--- src/rtl/ptmr_pkg.sv ---
package ptmr_pkg;
  // Word slots; the offset order is decoded by software, so it is kept fixed.
  typedef enum logic [1:0] {
    SLOT_START = 2'd0,
    SLOT_COUNT = 2'd1,
    SLOT_CTRL  = 2'd2,
    SLOT_FLAG  = 2'd3
  } slot_e;

  localparam int CTRL_EN_BIT     = 0;
  localparam int CTRL_RELOAD_BIT = 1;
  localparam int CTRL_DIV_LSB    = 8;
endpackage

--- src/rtl/ptmr_decode.sv ---
module ptmr_decode
  import ptmr_pkg::*;
#(
  parameter int ADDR_W = 5,
  parameter int BE_W   = 4
) (
  input  logic              acc_en,
  input  logic              acc_we,
  input  logic [ADDR_W-1:0] acc_addr,
  input  logic [BE_W-1:0]   acc_be,
  output logic              wr_start,
  output logic              wr_count,
  output logic              wr_ctrl,
  output logic              wr_flag,
  output logic              rd_req,
  output logic              rd_hit,
  output slot_e             rd_slot
);
  logic upper_ok;
  logic word_hit;
  logic wr_ok;
  slot_e slot;

  generate
    if (ADDR_W > 4) begin : g_upper
      assign upper_ok = (acc_addr[ADDR_W-1:4] == '0);
    end else begin : g_noupper
      assign upper_ok = 1'b1;
    end
  endgenerate

  assign slot     = slot_e'(acc_addr[3:2]);
  assign word_hit = upper_ok && (acc_addr[1:0] == 2'b00);
  assign wr_ok    = acc_en && acc_we && word_hit && (acc_be == {BE_W{1'b1}});

  assign wr_start = wr_ok && (slot == SLOT_START);
  assign wr_count = wr_ok && (slot == SLOT_COUNT);
  assign wr_ctrl  = wr_ok && (slot == SLOT_CTRL);
  assign wr_flag  = wr_ok && (slot == SLOT_FLAG);

  assign rd_req  = acc_en && !acc_we;
  assign rd_hit  = word_hit;
  assign rd_slot = slot;
endmodule

--- src/rtl/ptmr_divider.sv ---
module ptmr_divider #(
  parameter int DIV_W = 8
) (
  input  logic             clk,
  input  logic             rst,
  input  logic             run,
  input  logic             restart,
  input  logic [DIV_W-1:0] divisor,
  output logic             tick
);
  logic [DIV_W-1:0] phase_q;

  // Compare with >= so that lowering the divisor mid-period cannot strand the phase.
  assign tick = run && !restart && (phase_q >= divisor);

  always_ff @(posedge clk) begin
    if (rst) begin
      phase_q <= '0;
    end else if (restart || !run || tick) begin
      phase_q <= '0;
    end else begin
      phase_q <= phase_q + 1'b1;
    end
  end
endmodule

--- src/rtl/ptmr_counter.sv ---
module ptmr_counter #(
  parameter int CNT_W = 32
) (
  input  logic             clk,
  input  logic             rst,
  input  logic             wr,
  input  logic [CNT_W-1:0] wdata,
  input  logic             arm,
  input  logic [CNT_W-1:0] start_val,
  input  logic             tick,
  input  logic             reload,
  output logic [CNT_W-1:0] cnt_q,
  output logic             cnt_zero,
  output logic             expire
);
  localparam logic [CNT_W-1:0] ONE = CNT_W'(1);

  assign cnt_zero = (cnt_q == '0);
  assign expire   = tick && !wr && (cnt_q == ONE);

  always_ff @(posedge clk) begin
    if (rst) begin
      cnt_q <= '0;
    end else if (wr) begin
      cnt_q <= wdata;
    end else if (arm) begin
      cnt_q <= start_val;
    end else if (tick && !cnt_zero) begin
      if (cnt_q == ONE) begin
        cnt_q <= reload ? start_val : '0;
      end else begin
        cnt_q <= cnt_q - ONE;
      end
    end
  end
endmodule

--- src/rtl/ptmr_flag.sv ---
module ptmr_flag (
  input  logic clk,
  input  logic rst,
  input  logic set,
  input  logic clr,
  output logic flag_q
);
  always_ff @(posedge clk) begin
    if (rst) begin
      flag_q <= 1'b0;
    end else if (set) begin
      flag_q <= 1'b1;
    end else if (clr) begin
      flag_q <= 1'b0;
    end
  end
endmodule

--- src/rtl/ptmr_top.sv ---
module ptmr_top
  import ptmr_pkg::*;
#(
  parameter int DATA_W = 32,
  parameter int ADDR_W = 5,
  parameter int DIV_W  = 8
) (
  input  logic                clk,
  input  logic                rst,
  input  logic                acc_en,
  input  logic                acc_we,
  input  logic [ADDR_W-1:0]   acc_addr,
  input  logic [DATA_W/8-1:0] acc_be,
  input  logic [DATA_W-1:0]   acc_wdata,
  output logic                rd_valid,
  output logic [DATA_W-1:0]   rd_data,
  output logic                irq_o
);
  localparam int BE_W = DATA_W / 8;

  logic wr_start, wr_count, wr_ctrl, wr_flag, rd_req, rd_hit;
  slot_e rd_slot;

  logic [DATA_W-1:0] start_q;
  logic              ctrl_en_q;
  logic              ctrl_rel_q;
  logic [DIV_W-1:0]  ctrl_div_q;

  logic [DATA_W-1:0] cnt_q;
  logic              cnt_zero, expire, tick;
  logic              cnt_wr, en_rise, arm, run;
  logic              stat_q;

  logic [DATA_W-1:0] ctrl_view, cnt_view, rd_mux;
  logic              rd_valid_q;
  logic [DATA_W-1:0] rd_data_q;

  ptmr_decode #(.ADDR_W(ADDR_W), .BE_W(BE_W)) u_dec (
    .acc_en  (acc_en),
    .acc_we  (acc_we),
    .acc_addr(acc_addr),
    .acc_be  (acc_be),
    .wr_start(wr_start),
    .wr_count(wr_count),
    .wr_ctrl (wr_ctrl),
    .wr_flag (wr_flag),
    .rd_req  (rd_req),
    .rd_hit  (rd_hit),
    .rd_slot (rd_slot)
  );

  always_ff @(posedge clk) begin
    if (rst) begin
      start_q    <= '0;
      ctrl_en_q  <= 1'b0;
      ctrl_rel_q <= 1'b0;
      ctrl_div_q <= '0;
    end else begin
      if (wr_start) begin
        start_q <= acc_wdata;
      end
      if (wr_ctrl) begin
        ctrl_en_q  <= acc_wdata[CTRL_EN_BIT];
        ctrl_rel_q <= acc_wdata[CTRL_RELOAD_BIT];
        ctrl_div_q <= acc_wdata[CTRL_DIV_LSB +: DIV_W];
      end
    end
  end

  assign cnt_wr  = wr_start || wr_count;
  assign en_rise = wr_ctrl && acc_wdata[CTRL_EN_BIT] && !ctrl_en_q;
  assign arm     = en_rise && acc_wdata[CTRL_RELOAD_BIT] && cnt_zero;
  assign run     = ctrl_en_q && !cnt_zero;

  ptmr_divider #(.DIV_W(DIV_W)) u_div (
    .clk    (clk),
    .rst    (rst),
    .run    (run),
    .restart(cnt_wr || en_rise),
    .divisor(ctrl_div_q),
    .tick   (tick)
  );

  ptmr_counter #(.CNT_W(DATA_W)) u_cnt (
    .clk      (clk),
    .rst      (rst),
    .wr       (cnt_wr),
    .wdata    (acc_wdata),
    .arm      (arm),
    .start_val(start_q),
    .tick     (tick),
    .reload   (ctrl_rel_q),
    .cnt_q    (cnt_q),
    .cnt_zero (cnt_zero),
    .expire   (expire)
  );

  ptmr_flag u_flag (
    .clk   (clk),
    .rst   (rst),
    .set   (expire),
    .clr   (wr_flag && acc_wdata[0]),
    .flag_q(stat_q)
  );

  always_comb begin
    ctrl_view = '0;
    ctrl_view[CTRL_EN_BIT]              = ctrl_en_q;
    ctrl_view[CTRL_RELOAD_BIT]          = ctrl_rel_q;
    ctrl_view[CTRL_DIV_LSB +: DIV_W]    = ctrl_div_q;
  end

  assign cnt_view = (ctrl_en_q && !cnt_zero) ? cnt_q : '0;

  always_comb begin
    case (rd_slot)
      SLOT_START: rd_mux = start_q;
      SLOT_COUNT: rd_mux = cnt_view;
      SLOT_CTRL:  rd_mux = ctrl_view;
      default:    rd_mux = {{(DATA_W-1){1'b0}}, stat_q};
    endcase
  end

  always_ff @(posedge clk) begin
    if (rst) begin
      rd_valid_q <= 1'b0;
      rd_data_q  <= '0;
    end else begin
      rd_valid_q <= rd_req;
      rd_data_q  <= (rd_req && rd_hit) ? rd_mux : '0;
    end
  end

  assign rd_valid = rd_valid_q;
  assign rd_data  = rd_data_q;
  assign irq_o    = stat_q;
endmodule

--- config.mk ---
export PLATFORM = sky130hd
export DESIGN_NAME = ptmr_top
export DESIGN_NICKNAME = d
export VERILOG_FILES = /design/src/rtl/ptmr_pkg.sv /design/src/rtl/ptmr_decode.sv /design/src/rtl/ptmr_divider.sv /design/src/rtl/ptmr_counter.sv /design/src/rtl/ptmr_flag.sv /design/src/rtl/ptmr_top.sv
export SDC_FILE = /design/constraint.sdc
export NUM_CORES = 1
export LEC_CHECK = 0
export CAP_MARGIN = 30
export CORE_UTILIZATION = 57
export DETAILED_ROUTE_END_ITERATION = 16
export DONT_BUFFER_PORTS = 1
export GPL_TIMING_DRIVEN = 1
export PLACE_DENSITY = 0.74
export SYNTH_ARGS = -nofsm -noshare
export SYNTH_HDL_FRONTEND = slang
export SYNTH_SLANG_ARGS = --single-unit
--- constraint.sdc ---
create_clock -name clk -period 2.5 [get_ports clk]
set_input_delay 0.5 -clock clk [delete_from_list [all_inputs] [get_ports clk]]
set_output_delay 0.5 -clock clk [all_outputs]
set_load 0.01 [all_outputs]
==> impl_results.md <==
* Ys async rst share at 0
* Number of port buffers at 0
* # setup viols final at 28
* CTS Buf Count at 17
* Drt drc at 0
* Maximum root-to-sink buffer count at 2
* Clock sink total at around 120
* Max-cap viol count at 0
* Nature of the critical path startpoint: flop
* RSZ-0062 raised after global routing: yes
* Min cycle time layout at between 2 and 3 ns
* Overflow after GRT at 0
* Post-DP HPWL at roughly 12 mm
* Pwr Density at slightly above 600 mW/mm²
* Met1 WL at approximately 7.6 mm
* Die area at ~0.010 mm²
* Synth top area cells: dfxtp_1 (40%), nand2_1 (7.7%), a21oi_1 (5.9%)
* Dominant cell type by area after synthesis: dfxtp_1
* Antenna violations before repair at 0
* H-tree Lvls at 4
* CTS tree: yes
* Root Buffer: clkbuf_8
* Hold buffer count at cts at 0
* CP max FO at 6
* Final instance area at around 0.0074 mm²
* Clock transition at path regs at ~0.060 ns
* Drt first pass iters at 6
* PnR worst setup slack at -0.1215 ns
* Power Total at about 0.0046 W
* Max layer used: met4
* Row count at 36
* Critical path arrival at ~3.0 ns
* Layout area overhead at 28.96%
* Layout net count at roughly 800
* Leak Pwr at around 2.6 nW
* CP Capture Point: u_cnt.cnt_q[5]
* Top FF cell, synth: dfxtp_1
* Hold WS at 0.03398 ns
* Total Routing Usage GR at 0.3592
* Post-route insts no fill at 892
* Post-Syn Nets at approximately 760
* CP Class: flop to flop
* Worst min path class: primary input to flop
* Die Y at 102.4 µm
* Launch point of the worst path: u_cnt.cnt_q[24]
* Placed insts at 848
* # IOs at 79
* Clk_lat worst skew at roughly 0.53 ns
* Critical Path End Type: flop
* Share of layout cells above drive strength 1 at 0.2332
* Yosys warns at 0
* Post-Syn Area at 0.005751 mm²
* Failing checks: setup timing
* Pin count of the biggest net entering global routing at between 50 and 60
* Final clock skew at about 0.013 ns
* Initial Utilization at 0.5883
* Die X at just over 100 µm
* Placed Area at 0.006245 mm²
* Worst r2r path cells at 8
* Most common cell in the netlist: nand2_1
* RePlAce Congestion at ~0.95
* Post-synthesis cell count at approximately 710
* Slew headroom at 0.5866
* Register bit total from synthesis at roughly 120
* Fill cells at between 600 and 700
* Drt wl/cell at 21.53 µm
* Status: finished with violations
* Met3 wire length at about 2.2 mm
* Vias in the first global route at about 5,400
* Worst ir drop on vdd at about 400 µV
* Yosys cell types at 64
* Post-synth EDFFs at 0
* Final hold vios at 0
* Commonest cells in the netlist: nand2_1 (118), dfxtp_1 (116), a21oi_1 (68)
* Antenna diodes at 0
* Sequential cell area fraction in the yosys report at 0.4038
* Worst slew pin tran at between 0.6 and 0.7 ns
* Total Wirelength at between 15 and 20 mm
* Fmax at between 0.3 and 0.4 GHz
* Core area at between 0.009 and 0.01 mm²
* Max Slew Vio Count at 0
* Share of the synthesized area in the top cell type at 0.4038
* Via/cell ratio at 6.655
* Crit Reg-Reg Startpoint: u_cnt.cnt_q[24]
* Reg2Reg Capture Point: u_cnt.cnt_q[5]
* First-pass GRT wire length at approximately 28 mm
* Met2 wire length at between 8 and 9 mm
* Reg2reg setup slack at -0.12 ns
* Post-DRT Antenna Nets at 0
* Drt initial violations at 717
* WP data required at just under 3 ns
* Syn Area/Cell at between 8 and 9 µm²
* Fin crit share at 1.049
* Routed vias at about 6,000
## cell usage in the layout (no fill, tap or decap), types with 8 or more instances in the layout
master     count
a221oi_2      10
ha_1          12
a21oi_1       56
nand2_1      117
nor3_1        13
mux2i_1        9
nand4_1       12
inv_1         24
clkbuf_16     17
o21ai_0       10
xor2_1        13
buf_4         58
nor4_1        13
o31ai_1        9
nor2_1        64
a22oi_1       18
and2_1         8
a21oi_2       12
buf_6         10
dfxtp_1      114
xnor2_1       17
## cell families (layout without fill, tap and decap cells)
group | Yosys count | in the layout | share of synthesized area
xor gates and xnor gates | 30 | 30 | 0.04569
and+or+nand+nor | 278 | 278 | 0.2261
AOI/OAI and AO/OA | 184 | 184 | 0.2276
buffers and inverters | 76 | 130 | 0.05505
muxes | 9 | 9 | 0.01567
adders and majority gates | 12 | 12 | 0.02611
DFF | 116 | 116 | 0.4038
## per-stage QoR
step	util	setup WS (ns)	TNS (ns)
3_5_place_dp	0.6389	-0.1430	-3.049
5_1_grt	0.7587	-0.1489	-3.063
2_1_floorplan	-	-0.07577	-0.7317
6_report	0.7587	-0.1215	-1.297
4_1_cts	0.7285	-0.04773	-0.3436
3_3_place_gp	0.6389	-0.07809	-1.724
## worst min path at each step
stage / start / end / cells after the start / slack [ns]
finish: rst / start_q[1] / 1 / 0.03
global route: rst / start_q[1] / 1 / 0.02
CTS: rst / start_q[0] / 1 / 0.03
detailed placement: start_q[26] / start_q[26] / 2 / 0.45
global placement: start_q[26] / start_q[26] / 2 / 0.44
floorplan: start_q[15] / start_q[15] / 2 / 0.44
## registers in the layout, indices dropped and copies added (netlist names), 8 cells and up
| signal | count |
|---|---|
| ctrl_div_q | 8 |
| rd_data | 32 |
| start_q | 32 |
| u_cnt.cnt_q | 32 |
| u_div.phase_q | 8 |
## layout make-up
type                       count  area (µm²)  share of cell area
inverter                      24       90.09             0.01215
multi-input combinational    513        3525              0.4753
timing repair buffer          74       673.1             0.09077
sequential                   116        2325              0.3135
clock buffer                  19       431.7             0.05821
clock inverter                13       205.2             0.02767
tap                          133       166.4             0.02244
## where the power goes
group / switching [W] / internal [W]
Sequential: 0.00000195 / 0.00185
Clock: 0.000893 / 0.00174
Combinational: 0.0000738 / 0.0000579
Total: 0.000969 / 0.00365
## repair_timing
item	in CTS	in global routing
pin swaps	3	21
resized for setup	43	39
cloned	2	1
setup endpoints to repair	66	62
buffers inserted	6	6
## critical path: stages (launching register included)
cell	delay, ns
dfxtp_2	0.32
or4_4	0.53
or4_4	0.45
and4bb_4	0.36
buf_12	0.12
nand2_8	0.06
buf_6	0.14
a222oi_1	0.39
o2bb2ai_1	0.14
## layer usage
metal	vias up	global-route usage
met5	-	0
met4	0	0.1440
met3	68	0.1067
met2	461	0.5395
met1	2780	0.4810
li1	2627	-
No activity file was read; power rests on OpenSTA's default activity.
